**config.mk**
```make
export PLATFORM = sky130hd
export DESIGN_NAME = wiper_nv_ctrl
export DESIGN_NICKNAME = d
export VERILOG_FILES = /design/src/rtl/wiper_pkg.sv /design/src/rtl/wiper_countdown.sv /design/src/rtl/wiper_cmd_decode.sv /design/src/rtl/wiper_tap_decode.sv /design/src/rtl/wiper_nv_ctrl.sv
export SDC_FILE = /design/constraint.sdc
export NUM_CORES = 1
export LEC_CHECK = 0
export ABC_AREA = 1
export BUFFER_PORTS_ARGS = -buffer_cell sky130_fd_sc_hd__buf_2
export CAP_MARGIN = 20
export CORE_ASPECT_RATIO = 0.9
export CORE_MARGIN = 2
export CORE_UTILIZATION = 35
export DETAILED_ROUTE_END_ITERATION = 8
export PLACE_DENSITY = 0.63
export SLEW_MARGIN = 15
export SYNTH_ARGS = -nofsm -noshare
export SYNTH_HDL_FRONTEND = slang
export SYNTH_SLANG_ARGS = --single-unit
export TNS_END_PERCENT = 10
```
**constraint.sdc**
```tcl
create_clock -name clk -period 4.3 [get_ports clk]
set_input_delay 0 -clock clk [delete_from_list [all_inputs] [get_ports clk]]
set_output_delay 0 -clock clk [all_outputs]
set_load 0.005 [all_outputs]
```
**src/rtl/wiper_pkg.sv**
```systemverilog
package wiper_pkg;
  typedef enum logic [7:0] {
    CMD_SET_LIVE   = 8'h11,
    CMD_SET_SHADOW = 8'h21,
    CMD_SAVE       = 8'h51,
    CMD_RESTORE    = 8'h61
  } wcmd_e;

  typedef struct packed {
    logic load_live;
    logic live_from_shadow;
    logic load_shadow;
    logic shadow_from_live;
  } wop_t;
endpackage

```
**src/rtl/wiper_countdown.sv**
```systemverilog
module wiper_countdown #(
  parameter int unsigned LOAD    = 4,
  parameter int unsigned RST_VAL = 0
) (
  input  logic clk,
  input  logic rst_n,
  input  logic start,
  output logic active,
  output logic last
);
  localparam int unsigned TOP = (LOAD > RST_VAL) ? LOAD : RST_VAL;
  localparam int W = (TOP < 2) ? 1 : $clog2(TOP + 1);

  logic [W-1:0] cnt_q, cnt_d;

  always_comb begin
    cnt_d = cnt_q;
    if (start)                cnt_d = W'(LOAD);
    else if (cnt_q != '0)     cnt_d = cnt_q - 1'b1;
  end

  always_ff @(posedge clk or negedge rst_n) begin
    if (!rst_n) cnt_q <= W'(RST_VAL);
    else        cnt_q <= cnt_d;
  end

  assign active = (cnt_q != '0);
  assign last   = (cnt_q == W'(1));

  // the window closes right after its last cycle unless restarted
  assert_window_ends_R8: assert property (@(posedge clk) disable iff (!rst_n)
    (last && !start) |=> !active);
endmodule

```
**src/rtl/wiper_cmd_decode.sv**
```systemverilog
module wiper_cmd_decode
  import wiper_pkg::*;
(
  input  logic       cmd_valid,
  input  logic [7:0] cmd_code,
  input  logic       blocked,
  output wop_t       op,
  output logic       drop
);
  always_comb begin
    op   = '0;
    drop = 1'b0;
    if (cmd_valid) begin
      if (blocked) begin
        drop = 1'b1;
      end else begin
        case (cmd_code)
          CMD_SET_LIVE:   op.load_live        = 1'b1;
          CMD_SET_SHADOW: op.load_shadow      = 1'b1;
          CMD_RESTORE:    op.live_from_shadow = 1'b1;
          CMD_SAVE:       op.shadow_from_live = 1'b1;
          default:        op                  = '0;
        endcase
      end
    end
  end
endmodule

```
**src/rtl/wiper_tap_decode.sv**
```systemverilog
module wiper_tap_decode #(
  parameter int CODE_W = 8
) (
  input  logic                   clk,
  input  logic                   rst_n,
  input  logic [CODE_W-1:0]      code_d,
  output logic [(1<<CODE_W)-1:0] sel_q
);
  localparam int TAPS = 1 << CODE_W;

  for (genvar i = 0; i < TAPS; i++) begin : g_tap
    logic hit;
    assign hit = (code_d == CODE_W'(i));
    always_ff @(posedge clk or negedge rst_n) begin
      if (!rst_n) sel_q[i] <= (i == 0);
      else        sel_q[i] <= hit;
    end
  end
endmodule

```
**src/rtl/wiper_nv_ctrl.sv**
```systemverilog
module wiper_nv_ctrl
  import wiper_pkg::*;
#(
  parameter int unsigned RECALL_CYC = 1250,
  parameter int unsigned BUSY_CYC   = 1500000,
  parameter int          CODE_W     = 8,
  parameter logic [7:0]  NV_FACTORY = 8'h80
) (
  input  logic                   clk,
  input  logic                   rst_n,
  input  logic                   nv_rst_n,
  input  logic                   cmd_valid,
  input  logic [7:0]             cmd_code,
  input  logic [CODE_W-1:0]      cmd_data,
  output logic [CODE_W-1:0]      wiper_code,
  output logic [(1<<CODE_W)-1:0] tap_sel,
  output logic                   busy,
  output logic                   cmd_dropped
);
  logic [CODE_W-1:0] live_q, live_d, shadow_q, shadow_d;
  logic              drop_q, drop_d;
  logic              recall_act, recall_last, store_act, store_last;
  logic              store_start, drop;
  wop_t              op;

  assign busy = recall_act | store_act;

  wiper_cmd_decode u_dec (
    .cmd_valid (cmd_valid),
    .cmd_code  (cmd_code),
    .blocked   (busy),
    .op        (op),
    .drop      (drop)
  );

  assign store_start = op.load_shadow | op.shadow_from_live;

  wiper_countdown #(.LOAD(RECALL_CYC), .RST_VAL(RECALL_CYC)) u_recall (
    .clk (clk), .rst_n (rst_n), .start (1'b0),
    .active (recall_act), .last (recall_last)
  );

  wiper_countdown #(.LOAD(BUSY_CYC), .RST_VAL(0)) u_store (
    .clk (clk), .rst_n (rst_n), .start (store_start),
    .active (store_act), .last (store_last)
  );

  always_comb begin
    live_d = live_q;
    if (recall_last)               live_d = shadow_q;
    else if (op.load_live)         live_d = cmd_data;
    else if (op.live_from_shadow)  live_d = shadow_q;
  end

  always_comb begin
    shadow_d = shadow_q;
    if (op.load_shadow)            shadow_d = cmd_data;
    else if (op.shadow_from_live)  shadow_d = live_q;
  end

  assign drop_d = drop_q | drop;

  always_ff @(posedge clk or negedge rst_n) begin
    if (!rst_n) begin
      live_q <= '0;
      drop_q <= 1'b0;
    end else begin
      live_q <= live_d;
      drop_q <= drop_d;
    end
  end

  always_ff @(posedge clk or negedge nv_rst_n) begin
    if (!nv_rst_n)         shadow_q <= NV_FACTORY[CODE_W-1:0];
    else if (store_start)  shadow_q <= shadow_d;
  end

  wiper_tap_decode #(.CODE_W(CODE_W)) u_tap (
    .clk (clk), .rst_n (rst_n), .code_d (live_d), .sel_q (tap_sel)
  );

  assign wiper_code  = live_q;
  assign cmd_dropped = drop_q;


  assert_live_write_R4: assert property (@(posedge clk) disable iff (!rst_n)
    (cmd_valid && !busy && cmd_code == 8'h11) |=> wiper_code == $past(cmd_data));

  assert_shadow_keeps_wiper_R5: assert property (@(posedge clk) disable iff (!rst_n)
    (cmd_valid && !busy && cmd_code == 8'h21) |=> $stable(wiper_code));

  assert_store_busy_R8: assert property (@(posedge clk) disable iff (!rst_n)
    (cmd_valid && !busy && (cmd_code == 8'h21 || cmd_code == 8'h51)) |=> busy);

  assert_blocked_drop_R9: assert property (@(posedge clk) disable iff (!rst_n)
    (cmd_valid && busy) |=> cmd_dropped);
  assert_drop_sticky_R9: assert property (@(posedge clk) disable iff (!rst_n)
    cmd_dropped |=> cmd_dropped);

  assert_unknown_ignored_R10: assert property (@(posedge clk) disable iff (!rst_n)
    (cmd_valid && !busy && cmd_code != 8'h11 && cmd_code != 8'h21 &&
     cmd_code != 8'h51 && cmd_code != 8'h61)
    |=> ($stable(wiper_code) && !busy && $stable(cmd_dropped)));

  assert_tap_onehot_R12: assert property (@(posedge clk) disable iff (!rst_n)
    ($countones(tap_sel) == 1) && tap_sel[wiper_code]);
endmodule

```
After elaboration in Yosys (flattened, before gate mapping)
Index checks and enable logic that the tools add are counted.

Input bits: 20. Output and inout port bits: 266. Bits in registers: 305. Logic and storage cells: 547.

Multiplexer cells: 15. $add $sub $neg: 2. Reductions and logical operators: 6. Bitwise operators: 3. Eq/ne operators: 260.

Operators with widths (number): equality test 8 bit, second input constant (128); equality test 8 x 7 -> 1 bit, second input constant (66); equality test 8 x 6 -> 1 bit, second input constant (33); equality test 8 x 5 -> 1 bit, second input constant (17); equality test 8 x 4 -> 1 bit, second input constant (8); two-way mux 21 bit (2); two-way mux 8 bit (5); equality test 8 x 3 -> 1 bit, second input constant (4); nonzero test 21 bit (1); subtractor 21 x 1 -> 21 bit, second input constant (1); equality test 8 x 2 -> 1 bit, second input constant (2); equality test 11 x 1 -> 1 bit, second input constant (1); nonzero test 11 bit (1); subtractor 11 x 1 -> 11 bit, second input constant (1); equality test 8 x 1 -> 1 bit, second input constant (1); logical NOT 8 bit (1); two-way mux 4 bit (2); two-way mux 1 bit (6); nonzero test 2 bit (2); bitwise OR 1 bit (3); AND reduction 2 bit (1).

Depth between registers and ports, before layout
Gate-level depths: netlist of the first run.

Depth after elaboration: 8. Mapped depth: 18. Mapped depth without buffers: 17.

By module
Synthesis of the first run repeated with hierarchy kept, for this count alone.

Cells, all modules: 1028. Area, all modules: 10882.9 µm².

By module, submodules not included: wiper_tap_decode (seq. area each 6407.4 µm², times used 1, cells an instance 604, area each 7778.7 µm²); wiper_countdown at u_store (seq. area each 525.5 µm², times used 1, cells an instance 196, area each 1380.1 µm²); wiper_nv_ctrl (seq. area each 426.7 µm², times used 1, cells an instance 126, area each 979.7 µm²); wiper_countdown at u_recall (seq. area each 281.5 µm², times used 1, cells an instance 84, area each 666.9 µm²); wiper_cmd_decode (seq. area each 0.0 µm², times used 1, cells an instance 18, area each 77.6 µm²).

Worst setup path after synthesis of the first run
No wires, ideal clock.

Path type: reg2reg. Start point: reg u_store.cnt_q[0]. End point: reg u_tap.sel_q[0]. Buffers on the path: 2. Required time: 4233 ps. Path slack: 2026 ps. Arrival time: 2207 ps. Cell stages (with the launch flop): 19. Library setup time: 67 ps. Period minus slack after synthesis: 2274 ps. Cell sequence: dfrtp_1 > inv_1 > ha_1 > inv_1 > nor2_1 > nand2_1 > nor2_2 > nand3_4 > nor2_8 > buf_6 > nand3b_1 > nand2_1 > nand2_1 > nand2_2 > nand2_1 > inv_2 > nand2_2 > buf_2 > nor2_1.

Longest elaborated chain between the ends: 8.

RTL lines: start: declaration (line wiper_countdown.sv:14) `logic [W-1:0] cnt_q, cnt_d;`; start signal: assignment (line wiper_countdown.sv:23) `if (!rst_n) cnt_q <= W'(RST_VAL);`; start signal: assignment (line wiper_countdown.sv:24) `else cnt_q <= cnt_d;`; nonzero test 21 bit (*) (line wiper_countdown.sv:27) `assign active = (cnt_q != '0);`; bitwise OR 1 bit (*) (line wiper_nv_ctrl.sv:26) `assign busy = recall_act | store_act;`; two-way mux 4 bit (*) (line wiper_cmd_decode.sv:14) `if (blocked) begin`; two-way mux 4 bit (*) (line wiper_cmd_decode.sv:13) `if (cmd_valid) begin`; two-way mux 8 bit (line wiper_nv_ctrl.sv:52) `else if (op.live_from_shadow) live_d = shadow_q;`; two-way mux 8 bit (*) (line wiper_nv_ctrl.sv:51) `else if (op.load_live) live_d = cmd_data;`; two-way mux 8 bit (*) (line wiper_nv_ctrl.sv:50) `if (recall_last) live_d = shadow_q;`; logical NOT 8 bit (*) (line wiper_tap_decode.sv:13) `assign hit = (code_d == CODE_W'(i));`; via u_tap.g_tap[0].hit (line wiper_tap_decode.sv:12) `logic hit;`; end signal: indexed assignment (line wiper_tap_decode.sv:15) `if (!rst_n) sel_q[i] <= (i == 0);`; end signal: indexed assignment (line wiper_tap_decode.sv:16) `else sel_q[i] <= hit;`; end: declaration (line wiper_tap_decode.sv:7) `output logic [(1<<CODE_W)-1:0] sel_q`.

The timed path passes the listed nets; every way through them passes the cells marked *. A chain may end at the register's enable or synchronous reset.

Worst setup path after layout of the first run
Start point: reg u_store.cnt_q[0]. End point: reg shadow_q[2].

Longest elaborated chain between the ends: 6. Elaborated cells between the ends (all ways): 8. Those cells by class: mux (3); bitwise (2); reduce/logical (3).

RTL lines: nonzero test 21 bit (*) (line wiper_countdown.sv:27); bitwise OR 1 bit (*) (line wiper_nv_ctrl.sv:26); two-way mux 4 bit (*) (line wiper_cmd_decode.sv:14); two-way mux 4 bit (*) (line wiper_cmd_decode.sv:13); nonzero test 2 bit (no source line) / bitwise OR 1 bit (equally long branches); AND reduction 2 bit (no source line); end signal: assignment (line wiper_nv_ctrl.sv:74) `if (!nv_rst_n) shadow_q <= NV_FACTORY[CODE_W-1:0];`; end signal: assignment (line wiper_nv_ctrl.sv:75) `else if (store_start) shadow_q <= shadow_d;`; end: declaration (line wiper_nv_ctrl.sv:20) `logic [CODE_W-1:0] live_q, live_d, shadow_q, shadow_d;`.

Every way passes the cells marked *; elsewhere a longest branch is shown, timed or not.

==> metrics.md, run 1 <==
| Metric | Value |
|---|---|
| Outcome | finished, violations left |
| Failing checks | negative hold slack |
| Starting Density | 0.358 |
| Placed insts | 1625 |
| TNS Setup | 0 ns |
| Syn Area/Cell | 11.1 um2 |
| Flops & latches, synth | 305 |
| Synth Net Count | 994 |
| CTS resizes | 0 |
| CTS H-tree depth | 1 |
| Crit path DAT | 3.33 ns |
| HPWL Detailed | 21400 um |
| Worst setup EP type | register |
| Post-CTS Setup Inserts | 0 |
| First-pass GRT wire length | 47900 um |
| Clk_lat worst skew | 0.57 ns |
| Total core area | 30100 um2 |
| Vias/cell | 4.57 |
| Die Y | 171 um |
| Pin count of the biggest net entering global routing | 130 |
| Area Growth Syn to Fin | 27.9% |
| WL/cell | 18.6 um |
| Layout Cells excl Fill | 1694 |
| CTS Buf Count | 31 |
| Worst Path Required | 4.73 ns |
| Clock power frac | 0.489 |
| Starting DRC count in detailed routing | 436 |
| Final Hold Violating Endpoints | 2 |
| Synth cell types | 33 |
| Clock skew | 0.0224 ns |
| Final min period | 2.90 ns |
| Synth Instances | 969 |
| Worst VDD drop | 0.000341 V |
| GRT overflow | 0 |
| Most frequent cells in the layout | nor2_1 (298), dfrtp_1 (298), buf_2 (284) |
| Power share of the sequential group | 0.496 |
| Worst setup path start | u_store.cnt_q[0] |
| Global router's overall resource usage | 0.196 |
| CP endpoint | shadow_q[2] |
| Layout Nets | 1293 |
| Final ANT Viol Nets | 0 |
| Synth warn | 0 |
| Maximum clock insertion buffer count | 3 |
| Ports | 286 |
| Clock slew at reported path FFs | 0.06 ns |
| Hold Slack | -0.0106 ns |
| Flop-to-flop setup slack | 1.40 ns |
| Sequential area share after synthesis | 0.709 |
| DIE AREA | 32200 um2 |
| Clk sinks | 305 |
| RSZ-0062 raised after global routing | false |
| P_leak | 7.52 nW |
| Max Slew Vio Count | 0 |
| Row count | 60 |
| Slew at the pin closest to its max-slew limit | 0.928 ns |
| Reg2Reg Launch Point | u_store.cnt_q[0] |
| Hold buffers post-CTS | 13 |
| Max-cap violations | 0 |
| Crit path max fanout | 19 |
| Worst R2R End | shadow_q[2] |
| Net load switching power | 1.18 mW |
| Count of input and output buffers | 285 |
| GPL Wtd Cong | 0.874 |
| Layout cells sized above 1 | 0.324 |
| Switching Share | 0.205 |
| Maximum clock rate | 0.344 GHz |
| Setup Viol. Count Final | 0 |
| Routed via count | 7750 |
| Crit path kind | reg2reg |
| FF-to-FF path depth | 13 |
| WL final | 31500 um |
| Setup crit start kind | register |
| Die span in x | 189 um |
| Comb pwr share | 0.015 |
| Rel. slew slack | 0.379 |
| Cell-internal power | 4.60 mW |
| Vias in the first global route | 8127 |
| CTS tree | built |
| Mapped Area | 10800 um2 |
| N_diodes | 0 |
| Antenna violations before repair | 0 |
| Hold WC Path Type | in2async |
| PD cells | 419 nW/um2 |
| Fill cells | 2771 |
| Root Buffer | clkbuf_16 |
| Fin crit share | 0.675 |
| DRC errors left | 0 |
| DR pass1 iterations | 4 |
-- worst max-delay path: stages (launching register included) --
cell     delay (ns)
dfrtp_1        0.42
inv_1          0.11
ha_1           0.15
inv_1          0.05
nor2_1         0.08
nand2_1        0.10
nor2_2         0.13
nand3_4        0.12
nor2_8         0.25
inv_1          0.14
nor2_1         0.74
inv_1          0.28
nand2_1        0.11
o21ai_0        0.09
-- per-layer routing --
layer / track usage / part of all wire / up-vias
met1: 0.256 / 0.42 / 3858
met5: 0 / 0 / -
met4: 0.0642 / 0.030 / 0
met2: 0.324 / 0.49 / 264
li1: - / - / 3574
met3: 0.0449 / 0.068 / 54
-- flip-flops by register name (all words and copies together) (netlist names) --
register,flops
u_recall.cnt_q,11
cmd_dropped,1
wiper_code,8
u_tap.sel_q,256
shadow_q,8
u_store.cnt_q,21
-- power groups by stage --
stage	logic [mW]	clock network, mW	registers, mW
2_1_floorplan	0.00462	0	2.92
3_3_place_gp	0.0781	0	2.92
3_5_place_dp	0.0788	0	2.92
4_1_cts	0.0883	2.88	2.87
5_1_grt	0.0988	3.01	2.87
6_report	0.0842	2.83	2.87
-- layout make-up --
class | instances | area, um2 | area share
Clock inverter | 15 | 214 | 0.0155
Sequential cell | 305 | 7640 | 0.554
Clock buffer | 41 | 863 | 0.0626
Inverter | 69 | 259 | 0.0188
Multi-Input combinational cell | 560 | 2700 | 0.196
Tap cell | 403 | 504 | 0.0366
Timing Repair Buffer | 301 | 1600 | 0.116
-- logic make-up (layout without fill, tap and decap cells) --
logic type,count (synthesis),after routing,share of synthesized area
XOR/XNOR,20,20,0.0162
AND/OR/NAND/NOR,478,478,0.199
buffers and inverters,104,426,0.0407
AO/OA/AOI/OAI,57,57,0.0299
flip-flops,305,305,0.709
adder cells (fa/ha/maj),5,5,0.00580
-- synth_stat cells (all sizes together) --
cell       n  area, um2
o2111ai    2       17.5
buf       34        176
nor2     319       1330
o22ai      6       37.5
nand3     14       95.1
a21o       1       7.51
inv       66        248
a211o      1       8.76
dfrtp    298       7460
a21oi     19        103
o31ai      2       15.0
xnor2      8       70.1
or4        1       7.51
xor2      12        105
nor3       9       45.0
clkbuf     1       3.75
nor4       4       25.0
nand2    119        549
nand4      4       25.0
ha         5       62.6
clkinv     3       11.3
nand3b     8       60.1
o21ai     26        134
dfstp      7        184
-- worst min-delay path by stage --
stage | cells after the start | start | end
floorplan | 0 | rst_n | cmd_dropped
global placement | 1 | nv_rst_n | shadow_q[0]
detailed placement | 1 | nv_rst_n | shadow_q[0]
CTS | 2 | rst_n | u_store.cnt_q[11]
global route | 2 | rst_n | u_store.cnt_q[11]
finish | 2 | rst_n | u_store.cnt_q[11]
-- per-stage QoR --
step	power (mW)	util	hold WS (ns)	instance area [um2]	setup slack [ns]
global route	5.98	0.458	0.0644	13800	1.03
detailed placement	3.00	0.418	-0.144	12600	1.42
CTS	5.84	0.458	0.0284	13800	1.42
global placement	3.00	0.418	-0.145	12600	1.53
floorplan	2.93	-	-0.296	10800	2.03
finish	5.78	0.458	-0.0106	13800	1.40
(Power assumes the default switching activity.)
==> run 2, diff against run 1 <==
ABC_AREA = 0   (was 1)
PLACE_DENSITY = 0.65   (was 0.63)
clock period = 2.4 ns   (was 4.3 ns; I/O delays follow)
==> run 2 against run 1 <==
Hold slack better by 0.077 ns. Critical path type unchanged. Largest power group is now clock. Largest cell class unchanged. Power is 87% higher. Routed wire length is 4.6% higher. Clock power is 94% higher. Highest routed layer unchanged. Sequential cell count stayed put. Sequential power is 79% higher. Worst setup slack worse by 2.1 ns. Core utilization is 8.1 points higher. First-iteration DRC count is 9.4% higher. The run ends with negative setup slack left.
==> metrics.md, run 2 <==
| Metric | Value |
|---|---|
| Outcome | finished, violations left |
| Failing checks | negative setup slack |
| Worst Path Required | 2.84 ns |
| Final Hold Violating Endpoints | 0 |
| Most frequent cells after synthesis | dfrtp_1 (298), nor2_1 (275), nand4_1 (31), nand2_1 (28) |
| Layout cells sized above 1 | 0.491 |
| Synth Net Count | 846 |
| Vias/cell | 4.76 |
| Mapped Area | 10300 um2 |
| Worst setup EP type | register |
| Most frequent cells in the layout | dfrtp_1 (298), buf_2 (284), nor2_1 (177) |
| Critical-path cell list | or4_4 -> or3b_4 -> or4_4 -> and3_4 -> a221oi_4 -> buf_12 -> buf_12 -> nand4_1 -> buf_6 -> clkbuf_16 -> nor2_2 |
| GPL Wtd Cong | 0.802 |
| Yosys top cell area share | 0.724 |
| Syn Area/Cell | 12.5 um2 |
| Global router's overall resource usage | 0.208 |
| Max-cap violations | 0 |
| Setup Viol. Count Final | 272 |
| Core Util, Final | 0.539 |
| CTS tree | built |
| Worst VDD drop | 0.000590 V |
| N_diodes | 0 |
| Starting Density | 0.356 |
| Slew at the pin closest to its max-slew limit | 0.602 ns |
| FF-to-FF path depth | 11 |
| Placed insts | 1593 |
| Most numerous cell in the Yosys netlist | dfrtp_1 |
| Total core area | 28900 um2 |
| Synth cell types | 41 |
| Setup crit start kind | register |
| Largest register FFs | 256 |
| Pin count of the biggest net entering global routing | 72 |
| Crit path max fanout | 8 |
| Starting DRC count in detailed routing | 477 |
| Clock skew | 0.0215 ns |
| Largest regs | u_tap.sel_q (256), u_store.cnt_q (21), u_recall.cnt_q (11) |
| Number of synthesized flops with an enable pin | 0 |
| Final ANT Viol Nets | 0 |
| DRC errors left | 0 |
| Net load switching power | 2.22 mW |
| Flops & latches, synth | 305 |
| Worst slack, placed | -0.855 ns |
| Row count | 59 |
| DR pass1 iterations | 5 |
| TNS Setup | -172.70 ns |
| Area Growth Syn to Fin | 51.4% |
| RSZ-0062 raised after global routing | true |
| Clock slew at reported path FFs | 0.06 ns |
| Setup slack after layout | -0.737 ns |
| Finished Cell Area | 15600 um2 |
| Die Y | 167 um |
| Layout Cells excl Fill | 1693 |
| Layout Nets | 1297 |
| Rel. slew slack | 0.598 |
| First-pass GRT wire length | 48700 um |
| Critical path's slowest cell | or4_4 |
| Placed cell areas | 13400 um2 |
| Final min period | 3.14 ns |
| Async SR Flop Fraction | 1.00 |
| Synth Flop Type | dfrtp_1 |
| WL final | 32900 um |
| Hold Slack | 0.0667 ns |
| Commonest non-fill, non-tap cell in the layout | dfrtp_1 |
| Root Buffer | clkbuf_16 |
| DIE AREA | 30800 um2 |
| GRT overflow | 0 |
| Clock power frac | 0.508 |
| CTS Buf Count | 34 |
| Maximum clock rate | 0.319 GHz |
| Power share of the sequential group | 0.476 |
| CTS H-tree depth | 2 |
| HPWL Detailed | 21100 um |
| Synth Instances | 821 |
| Ports | 286 |
| Ranking of synthesized cells by area | dfrtp_1 (72%), nor2_1 (10%), nand4_1 (1.9%) |
| Sequential area share after synthesis | 0.742 |
| P_leak | 8.08 nW |
| Clk_lat worst skew | 0.51 ns |
| Hold WC Path Type | in2async |
| Maximum clock insertion buffer count | 3 |
| Largest Register | u_tap.sel_q |
| Synth warn | 0 |
| Antenna violations before repair | 0 |
| Crit path DAT | 3.58 ns |
| Vias in the first global route | 8450 |
| Max Slew Vio Count | 0 |
| Switching Share | 0.205 |
| CP peak stage delay | 0.55 ns |
| Clk sinks | 305 |
| Fin crit share | 1.31 |
| Comb pwr share | 0.016 |
| Cell-internal power | 8.58 mW |
| WL/cell | 19.4 um |
| Count of input and output buffers | 285 |
| Crit path kind | reg2reg |
| Final Power | 10.8 mW |
| Area leader, netlist | dfrtp_1 |
| PD cells | 693 nW/um2 |
| Routed via count | 8066 |
| Die span in x | 185 um |
-- run 2: cell count changes in the layout (fill, tap and decap cells not counted), sizes merged, moves of 6 or more --
cell and change:
nand2 -91, nor2 -44, inv -58, o22ai -6
nand3b -8, o21ai -10, a21oi -15, buf +145
clkbuf +9, nand4 +31, mux2i +9
-- run 2: what timing repair did --
action,4_1_cts,5_1_grt
pin swaps,35,30
hold endpoints to repair,241,0
resized for setup,75,112
buffers inserted,12,6
hold buffers,13,0
gates cloned,3,5
setup endpoints to repair,272,273
-- run 2: cell families (layout without fill, tap and decap cells) --
family	after synthesis	count (layout)	synth area share
AOI/OAI and AO/OA	33	33	0.0285
xor gates and xnor gates	20	20	0.0170
adders and majority gates	5	5	0.00607
buffers and inverters	51	527	0.0253
DFF	305	305	0.742
muxes	9	9	0.00875
and+or+nand+nor	398	398	0.173
-- run 2: critical path, delay by kind of cell, from the launching register on --
kind | cells | cell delay, ns
compound gates | 1 | 0.21
buf+inv | 4 | 0.60
flops | 1 | 0.37
simple gates | 6 | 1.91
-- run 2: final timing paths --
| check | startpoint | endpoint | slack [ns] |
|---|---|---|---|
| worst max-delay path | u_store.cnt_q[9] | u_tap.sel_q[16] | -0.74 |
| max in group asynchronous | nv_rst_n | shadow_q[4] | 1.07 |
| worst min register to register | cmd_dropped | cmd_dropped | 0.47 |
| min in group clk | cmd_code[5] | shadow_q[1] | 0.10 |
| worst min-delay path | rst_n | u_tap.sel_q[177] | 0.07 |
| worst max register to register | u_store.cnt_q[9] | u_tap.sel_q[16] | -0.74 |
-- run 2: area by class of cell --
class / count / area (um2)
fillers: 2467 / 13300
clock buffers: 45 / 963
repair buffers: 452 / 3320
multi-input cells: 465 / 2840
inverters: 13 / 83.8
flip-flops and latches: 305 / 7640
repair inverters: 1 / 8.76
clock inverters: 16 / 238
well taps: 396 / 495
-- run 2: routing by layer --
metal	track usage	part of all wire	vias up	routed length, um
li1	-	-	3586	-
met1	0.272	0.43	4117	14300
met2	0.338	0.46	293	15200
met3	0.0457	0.066	70	2180
met4	0.0801	0.036	0	1200
met5	0	0	-	0
-- run 2: power groups by stage --
stage          sequential (mW)  clock (mW)  combinational [mW]
2_1_floorplan             5.24           0             0.00772
3_3_place_gp              5.24           0               0.158
3_5_place_dp              5.24           0               0.161
4_1_cts                   5.14        5.59               0.180
5_1_grt                   5.14        5.82               0.201
6_report                  5.14        5.48               0.174
